$ cat config.mk
export PLATFORM = sky130hd
export DESIGN_NAME = flag_offset_prog
export DESIGN_NICKNAME = d
export VERILOG_FILES = /design/src/rtl/ofs_prog_pkg.sv /design/src/rtl/ofs_mode_latch.sv /design/src/rtl/ofs_step_counter.sv /design/src/rtl/ofs_offset_store.sv /design/src/rtl/flag_offset_prog.sv
export SDC_FILE = /design/constraint.sdc
export NUM_CORES = 1
export LEC_CHECK = 0
export BUFFER_PORTS_ARGS = -buffer_cell sky130_fd_sc_hd__buf_2
export CORE_MARGIN = 1
export CORE_UTILIZATION = 30
export CTS_BUF_LIST = sky130_fd_sc_hd__clkbuf_2 sky130_fd_sc_hd__clkbuf_4 sky130_fd_sc_hd__clkbuf_8
export DETAILED_ROUTE_END_ITERATION = 12
export GPL_ROUTABILITY_DRIVEN = 0
export SYNTH_ARGS = -nofsm -noshare
export SYNTH_HDL_FRONTEND = slang
export SYNTH_SLANG_ARGS = --single-unit
$ cat constraint.sdc
create_clock -name clk_i -period 4.52 [get_ports clk_i]
set_input_delay 0.452 -clock clk_i [delete_from_list [all_inputs] [get_ports clk_i]]
set_output_delay 0.452 -clock clk_i [all_outputs]
set_load 0.05 [all_outputs]
$ cat src/rtl/ofs_prog_pkg.sv
package ofs_prog_pkg;

  typedef enum logic [1:0] {
    OM_IDLE     = 2'd0,
    OM_SERIAL   = 2'd1,
    OM_PARALLEL = 2'd2,
    OM_PRESET   = 2'd3
  } ofs_mode_e;

  localparam int unsigned NUM_SLOTS = 4;

  function automatic ofs_mode_e decode_mode(logic spm, logic [1:0] sel);
    if (!spm) return OM_SERIAL;
    if (sel == 2'b00) return OM_PARALLEL;
    return OM_PRESET;
  endfunction

  function automatic int unsigned preset_of(logic [1:0] sel);
    case (sel)
      2'b01:   return 8;
      2'b10:   return 16;
      2'b11:   return 64;
      default: return 0;
    endcase
  endfunction

endpackage

$ cat src/rtl/ofs_mode_latch.sv
module ofs_mode_latch
  import ofs_prog_pkg::*;
(
  input  logic       clk_i,
  input  logic       rst_ni,
  input  logic       spm_i,
  input  logic [1:0] fsel_i,
  output ofs_mode_e  mode_o,
  output logic [1:0] psel_o
);
  ofs_mode_e  mode_q;
  logic [1:0] psel_q;

  // captures once: first edge after reset release
  always_ff @(posedge clk_i or negedge rst_ni) begin
    if (!rst_ni) begin
      mode_q <= OM_IDLE;
      psel_q <= 2'b00;
    end else if (mode_q == OM_IDLE) begin
      mode_q <= decode_mode(spm_i, fsel_i);
      psel_q <= fsel_i;
    end
  end

  assign mode_o = mode_q;
  assign psel_o = psel_q;
endmodule

$ cat src/rtl/ofs_step_counter.sv
module ofs_step_counter #(
  parameter int unsigned LIMIT = 32,
  localparam int unsigned CW   = $clog2(LIMIT + 1)
) (
  input  logic          clk_i,
  input  logic          rst_ni,
  input  logic          step_i,
  output logic [CW-1:0] cnt_o,
  output logic          full_o
);
  logic [CW-1:0] cnt_q;

  always_ff @(posedge clk_i or negedge rst_ni) begin
    if (!rst_ni)                             cnt_q <= '0;
    else if (step_i && cnt_q != CW'(LIMIT))  cnt_q <= cnt_q + 1'b1;
  end

  assign cnt_o  = cnt_q;
  assign full_o = (cnt_q == CW'(LIMIT));
endmodule

$ cat src/rtl/ofs_offset_store.sv
module ofs_offset_store #(
  parameter int unsigned W     = 8,
  parameter int unsigned SLOTS = 4,
  localparam int unsigned SW   = $clog2(SLOTS),
  localparam int unsigned CH   = SLOTS * W
) (
  input  logic          clk_i,
  input  logic          rst_ni,
  input  logic          fill_en_i,
  input  logic [W-1:0]  fill_val_i,
  input  logic          shift_en_i,
  input  logic          shift_bit_i,
  input  logic          wr_en_i,
  input  logic [SW-1:0] wr_slot_i,
  input  logic [W-1:0]  wr_data_i,
  output logic [CH-1:0] chain_o
);
  logic [W-1:0] slot_q [SLOTS];
  logic [SLOTS-1:0] in_bit;

  // slot 0 is the head of the chain (Y1); serial data enters the tail slot
  for (genvar k = 0; k < SLOTS; k++) begin : g_slot
    if (k == SLOTS - 1) begin : g_tail
      assign in_bit[k] = shift_bit_i;
    end else begin : g_link
      assign in_bit[k] = slot_q[k+1][W-1];
    end

    always_ff @(posedge clk_i or negedge rst_ni) begin
      if (!rst_ni)                                 slot_q[k] <= '0;
      else if (fill_en_i)                          slot_q[k] <= fill_val_i;
      else if (shift_en_i)                         slot_q[k] <= {slot_q[k][W-2:0], in_bit[k]};
      else if (wr_en_i && wr_slot_i == SW'(k))     slot_q[k] <= wr_data_i;
    end

    assign chain_o[(SLOTS-k)*W-1 -: W] = slot_q[k];
  end
endmodule

$ cat src/rtl/flag_offset_prog.sv
module flag_offset_prog
  import ofs_prog_pkg::*;
#(
  parameter int unsigned DEPTH  = 256,
  parameter int unsigned DATA_W = 36,
  localparam int unsigned W     = $clog2(DEPTH),
  localparam int unsigned SLOTS = NUM_SLOTS,
  localparam int unsigned SW    = $clog2(SLOTS),
  localparam int unsigned CH    = SLOTS * W,
  localparam int unsigned SCW   = $clog2(CH + 1),
  localparam int unsigned PCW   = $clog2(SLOTS + 1)
) (
  input  logic              clk_i,
  input  logic              rst_ni,
  input  logic              spm_i,
  input  logic [1:0]        fsel_i,
  input  logic              ld_i,
  input  logic [DATA_W-1:0] data_i,
  output logic [W-1:0]      y1_o,
  output logic [W-1:0]      x1_o,
  output logic [W-1:0]      y2_o,
  output logic [W-1:0]      x2_o,
  output logic              done_o
);
  ofs_mode_e      mode_q;
  logic [1:0]     psel_q;
  logic           ser_full, par_full, preset_done_q;
  logic           ser_step, par_step, fill_en;
  logic [SCW-1:0] ser_cnt;
  logic [PCW-1:0] par_cnt;
  logic [CH-1:0]  chain;

  ofs_mode_latch i_mode (
    .clk_i  (clk_i),
    .rst_ni (rst_ni),
    .spm_i  (spm_i),
    .fsel_i (fsel_i),
    .mode_o (mode_q),
    .psel_o (psel_q)
  );

  assign ser_step = (mode_q == OM_SERIAL)   && !fsel_i[1] && !ser_full;
  assign par_step = (mode_q == OM_PARALLEL) && ld_i       && !par_full;
  assign fill_en  = (mode_q == OM_PRESET)   && !preset_done_q;

  ofs_step_counter #(.LIMIT(CH)) i_ser_cnt (
    .clk_i  (clk_i),
    .rst_ni (rst_ni),
    .step_i (ser_step),
    .cnt_o  (ser_cnt),
    .full_o (ser_full)
  );

  ofs_step_counter #(.LIMIT(SLOTS)) i_par_cnt (
    .clk_i  (clk_i),
    .rst_ni (rst_ni),
    .step_i (par_step),
    .cnt_o  (par_cnt),
    .full_o (par_full)
  );

  always_ff @(posedge clk_i or negedge rst_ni) begin
    if (!rst_ni)      preset_done_q <= 1'b0;
    else if (fill_en) preset_done_q <= 1'b1;
  end

  ofs_offset_store #(.W(W), .SLOTS(SLOTS)) i_store (
    .clk_i       (clk_i),
    .rst_ni      (rst_ni),
    .fill_en_i   (fill_en),
    .fill_val_i  (W'(preset_of(psel_q))),
    .shift_en_i  (ser_step),
    .shift_bit_i (fsel_i[0]),
    .wr_en_i     (par_step),
    .wr_slot_i   (par_cnt[SW-1:0]),
    .wr_data_i   (data_i[W-1:0]),
    .chain_o     (chain)
  );

  assign y1_o   = chain[4*W-1 -: W];
  assign x1_o   = chain[3*W-1 -: W];
  assign y2_o   = chain[2*W-1 -: W];
  assign x2_o   = chain[W-1:0];
  assign done_o = ser_full | par_full | preset_done_q;
endmodule

### After elaboration in Yosys (flattened, before gate mapping)

Cells that the tools add are included.

* add/sub/neg operators: 2
* equal/unequal tests: 13
* muxes and demuxes: 22
* bitwise gates (word level): 2
* reduce and logical (&&, ||, !) cells: 22

Operators by type and width (count)
* 8-bit two-way mux: 12
* 7-bit one-hot mux with 3 select lines: 1
* 2-bit equality test (second input constant): 6
* 3-bit nonzero test: 4
* 1-bit logical AND: 11
* 2-bit two-way mux: 4
* 6-bit by 1-bit adder with 6-bit output (second input constant): 1
* 2-bit by 1-bit equality test with 1-bit output (second input constant): 3
* 6-bit equality test (second input constant): 1
* 2-bit logical NOT: 3
* 6-bit inequality test (second input constant): 1
* 1-bit two-way mux: 5
* 1-bit logical NOT: 4
* 3-bit by 1-bit adder with 3-bit output (second input constant): 1
* 3-bit equality test (second input constant): 1
* 3-bit inequality test (second input constant): 1
* 1-bit OR: 2

* bits in registers: 46
* bits of input ports: 42
* logic and storage cells: 70

### Logic depth before layout (Yosys ltp)

Gate-level depths: netlist (run 1).

* depth after elaboration: 7
* gate-level depth with buffers: 7
* gate-level depth less buffers: 6

### Cells and area by module

From an unflattened synthesis (run 1), not the netlist that was laid out.

* cell total of the unflattened synthesis: 233
* area total of the unflattened synthesis: 2408.6 um2

Modules (own cells, without submodules)
* ofs_offset_store: times used 1, cells each 171, area an instance 1699.1 um2, sequential area each 800.8 um2
* ofs_step_counter (i_ser_cnt): times used 1, cells each 27, area an instance 297.8 um2, sequential area each 150.1 um2
* ofs_step_counter (i_par_cnt): times used 1, cells each 14, area an instance 166.4 um2, sequential area each 75.1 um2
* ofs_mode_latch: times used 1, cells each 11, area an instance 151.4 um2, sequential area each 100.1 um2
* flag_offset_prog: times used 1, cells each 10, area an instance 93.8 um2, sequential area each 25.0 um2

### Least setup slack after synthesis (run 1)

No wires, ideal clock.

* path type: reg2out
* start: register i_ser_cnt.cnt_q[0], in the netlist i_ser_cnt.cnt_o[0]
* end: output done_o
* arrival time: 1.310 ns
* required time: 4.068 ns
* setup slack: 2.758 ns
* stages on the path, launching flop included: 6
* path buffers: 0
* cells stage by stage: dfrtp_1 > inv_1 > ha_1 > nor4b_4 > nand2_1 > nand3b_1

* word-level cells in the longest chain between the ends: 3

RTL lines
* start: declaration: RTL line ofs_step_counter.sv:11 `logic [CW-1:0] cnt_q;`
* start signal: assignment: RTL line ofs_step_counter.sv:15 `else if (step_i && cnt_q != CW'(LIMIT)) cnt_q <= cnt_q + 1'b1;`
* 6-bit equality test: RTL line ofs_step_counter.sv:19 `assign full_o = (cnt_q == CW'(LIMIT));`
* 1-bit OR (2 in series): RTL line flag_offset_prog.sv:84 `assign done_o = ser_full | par_full | preset_done_q;`
* end: declaration: RTL line flag_offset_prog.sv:23 `output logic done_o`

Every way passes these cells.

### Final worst setup path (run 1)

* start: register i_ser_cnt.cnt_q[0], in the netlist i_ser_cnt.cnt_o[0]
* end: register i_store.slot_q (netlist bit i_store.chain_o[3])

* word-level cells in the longest chain between the ends: 5
* elaborated cells between the ends (all ways): 6
* classes of those cells: eq/ne (1); mux (2); reduce/logical (3)

RTL lines
* 6-bit equality test (*): RTL line ofs_step_counter.sv:19
* 1-bit logical NOT (*): RTL line flag_offset_prog.sv:42 `assign ser_step = (mode_q == OM_SERIAL) && !fsel_i[1] && !ser_full;`
* 1-bit logical AND (*): RTL line flag_offset_prog.sv:42
* 8-bit two-way mux: RTL line ofs_offset_store.sv:32 `else if (shift_en_i) slot_q[k] <= {slot_q[k][W-2:0], in_bit[k]};`
* 8-bit two-way mux: RTL line ofs_offset_store.sv:31 `else if (fill_en_i) slot_q[k] <= fill_val_i;`
* end signal: indexed assignment: RTL line ofs_offset_store.sv:31
* end signal: indexed assignment: RTL line ofs_offset_store.sv:32
* end signal: indexed assignment: RTL line ofs_offset_store.sv:33 `else if (wr_en_i && wr_slot_i == SW'(k)) slot_q[k] <= wr_data_i;`
* end: declaration: RTL line ofs_offset_store.sv:18 `logic [W-1:0] slot_q [SLOTS];`

Mark *: on every way between the ends. The rest lies on a longest branch, timed or not.
A chain may end at the register's enable or synchronous reset.

==> reports/metrics.cfg, run 1 <==
[floorplan]
dieArea_mm2=0.008079
die_w_um=89.89
core_mm2=0.007370
num_rows=31
die_height_um=89.89
initial_utilization_pct=31.44
io_pins=75

[global_route]
grt_max_degree=47
grt_pass1_wl_um=8997
grt_usage_pct=14.12
grt_overflow=0
grt_pass1_vias=1719
antenna_found_initial=0

[synth]
synthCells=207
synth-seq-cells=46
yosysUniqueCellTypes=32
synth_fp_nets=255
syn_area_per_cell_um2=11.19
syn_area_mm2=0.002317
yosys_warnings=0
ys_seq_area_share_pct=49.68

[clocking]
cts.sinks=46
ctsResizeCount=0
cts-root-buf=clkbuf_8
postCtsHoldBufs=0
cts_tree=done
clock_latency_ns=0.30
clk_path_buf_depth=2
clkSlewWorstSetupHoldPaths_ns=0.09
h-tree-depth=2
cts_buffers=5
post-cts-setup-buffer-count=0

[pwr]
p_per_area_mw_per_mm2=517.3
ir_worst_vdd_mv=0.1378
p_leak_nw=1.327
power.total_w=0.001400

[placement]
place_ws_ns=2.303
dp_hpwl_um=3683
portBuffers=46
placed_cell_area_mm2=0.002592

[route]
via_per_inst=4.934
via_count=1712
postRouteAntennaNets=0
drc_errors=0
initialDrtViolationCount=140
dr.pass1.iters=4
wl_um=5358
post_drt_wl_per_cell_um=15.44

[final_layout]
design_area_mm2=0.002706
nFillCells=793
syn2layout_area_growth_pct=16.79
finalNetCount=295
drive_above_1_share_pct=27.02
n_antenna_cell=0
final_cell_mix=dfrtp_1 (46), buf_2 (46), mux2i_1 (32)

[worst_setup_path]
r2r_cells=6
cp_max_fo=41
r2r_end=i_store.chain_o[3]
crit_path_start_kind=register
crit_start=i_ser_cnt.cnt_o[0]
r2r_start=i_ser_cnt.cnt_o[0]
critPathArrivalTime_ns=2.47
crit_required_ns=4.73
critPathCapture=i_store.chain_o[3]
path_class=reg -> reg
endpoint_kind=register
r2r_slack_ns=2.25

[sta]
clock_skew_ns=0.01291
slew_violations=0
layout_setup_ws_ns=2.252
slew-limit-headroom_pct=29.36
max_freq_ghz=0.4409
rsz0062_at_grt=no
period_share_pct=50.17
setup_violations=0
hold_viol=0
fin_setup_tns_ns=0
min_period_ns=2.268
worstMarginPinSlew_ns=1.060

[run_status]
outcome=completed

[hold_path]
hold_path.class=in -> async

[job]
maxCapViolCount=0

[where the power goes]
| part | internal (W) | total, W | switching (W) |
|---|---|---|---|
| combinational | 0.000139 | 0.000494 | 0.000355 |
| clock | 0.000171 | 0.000314 | 0.000143 |
| sequential | 0.000502 | 0.000592 | 0.0000894 |
[routing by layer]
layer / up-vias / global-route usage, % / part of all wire, %
li1: 824 / - / -
met1: 840 / 19.57 / 48
met2: 42 / 22.12 / 46
met3: 6 / 3.215 / 4.6
met4: 0 / 4.032 / 1.3
met5: - / 0 / 0
[synth_stat cells (all sizes together)]
master	n	area share, %
ha	6	3.2
nand2b	1	0.27
o21ai	22	4.8
or2	1	0.27
a21oi	20	4.3
o211ai	12	4.1
inv	5	0.81
xor2	1	0.38
xnor2	6	2.3
mux2i	32	14
clkbuf	3	0.49
a21bo	1	0.43
nand3b	3	0.97
a21boi	1	0.49
buf	10	2.9
dfrtp	46	50
nand3	17	4.1
a21o	1	0.38
mux2	3	1.5
and4	1	0.38
nor2	2	0.32
nand2	7	1.2
nand4	1	0.27
and3b	2	0.76
nor3b	2	0.86
nor4b	1	1.0
[critical path, cell delays in order (launching register included)]
cell and delay, ns:
dfrtp_1 0.40, inv_1 0.09, ha_1 0.17, nor4b_4 0.27
a21bo_2 0.66, nand2_2 0.31, o211ai_1 0.26
[sequential cells by signal, indices dropped and copies added (netlist names)]
register         count
preset_done_q        1
i_par_cnt.cnt_o      3
i_ser_cnt.cnt_o      6
i_mode.psel_o        2
i_store.chain_o     32
i_mode.mode_o        2
[stage by stage]
stage / utilization [%] / instances / hold WS, ns
3_5_place_dp: 35.18 / 339 / 0.4899
3_3_place_gp: 35.18 / 339 / 0.4860
2_1_floorplan: - / 207 / 0.1564
4_1_cts: 36.72 / 347 / 0.3671
5_1_grt: 36.72 / 347 / 0.3817
6_report: 36.72 / 347 / 0.3315
[how the worst min path moves through the flow]
stage | slack (ns) | depth (start not counted) | endpoint | from
floorplan | 0.16 | 0 | i_mode.mode_o[0] | rst_ni
global placement | 0.49 | 1 | i_par_cnt.cnt_o[2] | i_par_cnt.cnt_o[2]
finish | 0.33 | 1 | i_store.chain_o[12] | rst_ni
global route | 0.38 | 2 | i_mode.mode_o[1] | spm_i
CTS | 0.37 | 1 | i_store.chain_o[28] | rst_ni
detailed placement | 0.49 | 1 | i_par_cnt.cnt_o[2] | i_par_cnt.cnt_o[2]
[layout make-up]
cell class | instances | area (µm²) | share of cell area (%)
clock buffers | 6 | 76.32 | 2.820
clock inverters | 2 | 37.54 | 1.387
inverters | 5 | 18.77 | 0.6935
multi-input cells | 143 | 1069 | 39.48
flip-flops and latches | 46 | 1151 | 42.53
well taps | 99 | 123.9 | 4.577
repair buffers | 46 | 230.2 | 8.507
[kinds of logic after synthesis]
family	count (synthesis)	share of synthesized area (%)
buffers and inverters	18	4.212
adders and majority gates	6	3.240
DFF	46	49.68
AOI/OAI and AO/OA	57	14.47
muxes	35	15.28
xor gates and xnor gates	7	2.646
and+or+nand+nor	38	10.48
Note: power is estimated with default switching activity, not from simulation.
==> run 2: changes to the inputs <==
clock period = 2.2 ns   (was 4.52 ns; I/O delays follow)
==> reports/metrics.cfg, run 2 (synthesized netlist as in run 1, its figures left out) <==
[hold_path]
hold_path.class=in -> async

[worst_setup_path]
crit_chain=inv_1 -> ha_1 -> nor4b_4 -> nand2_1 -> nand3b_1 -> buf_2
endpoint_kind=output port
crit_path_start_kind=register
slowest_stage=dfrtp_1
critPathArrivalTime_ns=1.67  ; -0.80 ns
path_class=reg -> out
cp_max_fo=3  ; -93%
crit_required_ns=1.98  ; -2.75 ns
path_buf_inv=2  ; +1
max_stage_delay_ns=0.40  ; -0.26 ns
crit_family=simple AND/OR/NAND/NOR gates

[clocking]
cts_tree=done
postCtsHoldBufs=0  ; unchanged
ctsResizeCount=0  ; unchanged
clk_path_buf_depth=2  ; unchanged
cts.sinks=46  ; unchanged
cts-root-buf=clkbuf_8
clkSlewWorstSetupHoldPaths_ns=0.09  ; about the same
post-cts-setup-buffer-count=0  ; unchanged
clock_latency_ns=0.32  ; +0.02 ns
cts_buffers=5  ; unchanged
h-tree-depth=2  ; unchanged

[final_layout]
n_antenna_cell=0  ; unchanged
drive_above_1_share_pct=29.02  ; +2.0 points
stdcell_count=354  ; +2.0%
final_cell_mix=dfrtp_1 (46), buf_2 (46), mux2i_1 (32)
syn2layout_area_growth_pct=19.55
largest_reg_flops=32  ; unchanged
finalNetCount=302  ; +2.4%

[global_route]
grt_usage_pct=14.82  ; +0.70 points
grt_max_degree=47  ; unchanged
grt_pass1_vias=1773  ; +3.1%
antenna_found_initial=0  ; unchanged
grt_overflow=0  ; unchanged
grt_pass1_wl_um=9308  ; +3.5%

[sta]
hold_viol=22  ; +22
clock_skew_ns=0.01287  ; -0.00003880 ns
worstMarginPinSlew_ns=0.5968  ; -0.4628 ns
period_share_pct=85.83
min_period_ns=1.888
setup_violations=0  ; unchanged
rsz0062_at_grt=no
slew_violations=0  ; unchanged
fin_hold_ws_ns=-0.01674  ; -0.3482 ns
max_freq_ghz=0.5296
layout_setup_ws_ns=0.3117  ; -1.940 ns
slew-limit-headroom_pct=60.21  ; +31 points
fin_setup_tns_ns=0  ; unchanged

[route]
via_count=1778  ; +3.9%
postRouteAntennaNets=0  ; unchanged
drc_errors=0  ; unchanged
post_drt_wl_per_cell_um=15.55  ; +0.73%
wl_um=5506  ; +2.8%
initialDrtViolationCount=69  ; -51%
via_per_inst=5.023  ; +1.8%
dr.pass1.iters=6  ; +2

[pwr]
p_leak_nw=1.369  ; +3.2%
power.total_w=0.002895  ; +110%
p_per_area_mw_per_mm2=1045  ; +100%
ir_worst_vdd_mv=0.3776  ; +170%

[floorplan]
num_rows=31  ; unchanged
initial_utilization_pct=31.44  ; unchanged
core_mm2=0.007370  ; unchanged
io_pins=75  ; unchanged
die_w_um=89.89  ; unchanged
dieArea_mm2=0.008079  ; unchanged
die_height_um=89.89  ; unchanged

[placement]
portBuffers=46  ; unchanged
dp.cells=346  ; +2.1%
dp_hpwl_um=3834  ; +4.1%
place_ws_ns=0.4136  ; -1.890 ns

[run_status]
outcome=finished, violations left
failed_checks=hold timing

[job]
maxCapViolCount=0  ; unchanged

## run 2: per-layer routing
metal / global-route usage (%) / part of all wire (%)
met4: 6.183 / 2.4
met2: 22.37 / 46
met3: 3.299 / 4.6
met1: 20.48 / 47
met5: 0 / 0
## run 2: power by group
group	internal (W)	leakage [nW]	switching [W]
sequential	0.00103	0.540	0.000185
clock	0.000341	0.0585	0.000315
combinational	0.000294	0.771	0.000729
## run 2: final cells by class
| type | count | area (µm²) |
|---|---|---|
| clock inverter | 3 | 43.79 |
| multi-input combinational | 143 | 1069 |
| fill | 767 | 4599 |
| inverter | 5 | 18.77 |
| timing repair buffer | 53 | 295.3 |
| clock buffer | 5 | 68.82 |
| sequential | 46 | 1151 |
| tap | 99 | 123.9 |
## run 2: path summary, 6_finish.rpt
kind / endpoint / slack [ns] / startpoint / cells past startpoint
min in group clk_i: i_mode.mode_o[1] / 0.14 / spm_i / 2
hold / removal: i_mode.mode_o[1] / -0.02 / rst_ni / 2
setup reg to reg: i_store.chain_o[28] / 0.41 / i_ser_cnt.cnt_o[0] / 6
setup / recovery: done_o / 0.31 / i_ser_cnt.cnt_o[0] / 6
hold reg to reg: i_par_cnt.cnt_o[2] / 0.50 / i_par_cnt.cnt_o[2] / 1
max in group asynchronous: i_ser_cnt.cnt_o[5] / 1.80 / rst_ni / 2
## run 2: worst register-to-register path, stage by stage (launching register included)
cell      delay [ns]
dfrtp_1         0.40
inv_1           0.09
ha_1            0.16
nor4b_4         0.25
a21bo_2         0.33
nand2_2         0.22
o211ai_1        0.26
## run 2: stage by stage
stage | instance area (µm²) | util, %
finish | 2770 | 37.59
global route | 2770 | 37.59
CTS | 2770 | 37.59
detailed placement | 2658 | 36.06
global placement | 2658 | 36.06
floorplan | 2317 | -
==> run 3: changes to the inputs <==
RECOVER_POWER = 50   (was unset)
==> reports/metrics.cfg, run 3 (synthesized netlist as in run 1, its figures left out) <==
[route]
postRouteAntennaNets=0  ; unchanged
via_per_inst=5.003  ; -0.39%
post_drt_wl_per_cell_um=15.51  ; -0.29%
via_count=1771  ; -0.39%
wl_met3_um=287  ; +13%
routed.top_layer=met4
wl_met1_um=2543  ; -1.7%
wl_um=5490  ; -0.29%
dr.pass1.iters=5  ; -1
wl_met2_um=2548  ; +0.75%
drc_errors=0  ; unchanged
initialDrtViolationCount=88  ; +28%

[clocking]
cts-root-buf=clkbuf_8
clk_path_buf_depth=2  ; unchanged
cts.sinks=46  ; unchanged
cts_buffers=5  ; unchanged
postCtsHoldBufs=0  ; unchanged
cts_tree=done
ctsResizeCount=0  ; unchanged
clock_latency_ns=0.32  ; about the same
post-cts-setup-buffer-count=0  ; unchanged
h-tree-depth=2  ; unchanged
clkSlewWorstSetupHoldPaths_ns=0.09  ; about the same

[sta]
setup_violations=0  ; unchanged
slew-limit-headroom_pct=23.28  ; -37 points
layout_setup_ws_ns=0.3102  ; -0.001503 ns
rsz0062_at_grt=no
fin_setup_tns_ns=0  ; unchanged
period_share_pct=85.90  ; about the same
worstMarginPinSlew_ns=1.151  ; +0.5539 ns
slew_violations=0  ; unchanged
hold_viol=0  ; -100%
clock_skew_ns=0.01070  ; -0.002167 ns
max_freq_ghz=0.5291  ; about the same
min_period_ns=1.890  ; +0.001503 ns

[worst_setup_path]
crit_required_ns=1.98  ; about the same
crit_chain=inv_1 -> ha_1 -> nor4b_4 -> nand2_1 -> nand3b_1 -> buf_2
max_stage_delay_ns=0.40  ; about the same
endpoint_kind=output port
path_class=reg -> out
slowest_stage=dfrtp_1
critPathArrivalTime_ns=1.67  ; about the same
cp_max_fo=3  ; unchanged
crit_path_start_kind=register

[placement]
place_ws_ns=0.4136  ; unchanged
placed_cell_area_mm2=0.002658  ; unchanged
portBuffers=46  ; unchanged
dp_hpwl_um=3834  ; unchanged
dp.cells=346  ; unchanged

[pwr]
ir_worst_vdd_mv=0.3768  ; -0.19%
pwr-share-seq_pct=42.3  ; +0.2 points
swShare_pct=42.61  ; +0.16 points
p_leak_nw=1.343  ; -1.9%
p_per_area_mw_per_mm2=1045  ; about the same
switchingPower_w=0.001227  ; -0.17%
clkPwrFrac_pct=22.7  ; about the same
p_int_w=0.001652  ; -0.83%
p_comb_share_pct=35.0  ; -0.3 points

[final_layout]
drive_above_1_share_pct=24.71  ; -4.3 points
regArea_mm2=0.001151  ; unchanged
n_antenna_cell=0  ; unchanged
largest_reg_flops=32  ; unchanged
final_cell_mix=dfrtp_1 (46), buf_2 (35), mux2i_1 (32)
multi_input_area_mm2=0.001069  ; unchanged
design_area_mm2=0.002754  ; -0.59%
stdcell_count=354  ; unchanged
final_common_cell=dfrtp_1
nFillCells=774  ; +0.91%
syn2layout_area_growth_pct=18.84
finalNetCount=302  ; unchanged

[floorplan]
io_pins=75  ; unchanged
initial_utilization_pct=31.44  ; unchanged
die_w_um=89.89  ; unchanged
die_height_um=89.89  ; unchanged
core_mm2=0.007370  ; unchanged
dieArea_mm2=0.008079  ; unchanged
num_rows=31  ; unchanged

[global_route]
antenna_found_initial=0  ; unchanged
grt_pass1_vias=1773  ; unchanged
grt_pass1_wl_um=9308  ; unchanged
grt_usage_pct=14.82  ; unchanged
grt_max_degree=47  ; unchanged
grt_overflow=0  ; unchanged

[run_status]
outcome=completed

[hold_path]
hold_path.class=in -> reg

[job]
maxCapViolCount=0  ; unchanged

## run 3: cell types whose count changed in the layout (fill, tap and decap cells not counted), sizes merged
cell    delta
buf       -12
clkbuf    +12
## run 3: power by group through the flow
stage | combinational, W | sequential, W | clock [W]
floorplan | 0.000319 | 0.00166 | 0
global placement | 0.00102 | 0.00123 | 0
detailed placement | 0.00103 | 0.00124 | 0
CTS | 0.00103 | 0.00122 | 0.000668
global route | 0.00108 | 0.00125 | 0.000706
finish | 0.00101 | 0.00122 | 0.000653
## run 3: path summary, 6_finish.rpt
kind	slack [ns]	endpoint	from	cells after the start
worst max-delay path	0.31	done_o	i_ser_cnt.cnt_o[0]	6
worst min-delay path	0.14	i_mode.mode_o[1]	spm_i	2
worst max register to register	0.40	i_store.chain_o[28]	i_ser_cnt.cnt_o[0]	6
worst min register to register	0.50	i_par_cnt.cnt_o[2]	i_par_cnt.cnt_o[2]	1
max in group asynchronous	1.29	i_store.chain_o[2]	rst_ni	2
min in group asynchronous	0.20	i_mode.mode_o[1]	rst_ni	2
## run 3: through the flow
step           hold WS, ns  utilization (%)  power, W
3_3_place_gp        0.3523            36.06  0.002253
5_1_grt             0.1448            37.37  0.003039
3_5_place_dp        0.3568            36.06  0.002267
4_1_cts            0.01624            37.59  0.002923
2_1_floorplan     -0.07559                -  0.001982
6_report            0.1358            37.37  0.002879
## run 3: cell type report
type                            count  area share [%]
Clock buffer                        5           2.499
Sequential cell                    46           41.80
Timing Repair Buffer               53           10.13
Multi-Input combinational cell    143           38.80
Inverter                            5          0.6815
Tap cell                           99           4.498
Clock inverter                      3           1.590
## run 3: worst max-delay path, delay by kind of cell, from the launching register on
family	cells	cell delay, ns
AND/OR/NAND/NOR	3	0.42
flip-flops	1	0.40
buffers and inverters	2	0.36
adder cells (fa/ha/maj)	1	0.16
## run 3: per-layer routing
layer / up-vias / GRT usage [%]
met4: 0 / 6.183
met1: 872 / 20.48
li1: 847 / -
met5: - / 0
met2: 42 / 22.37
met3: 10 / 3.299
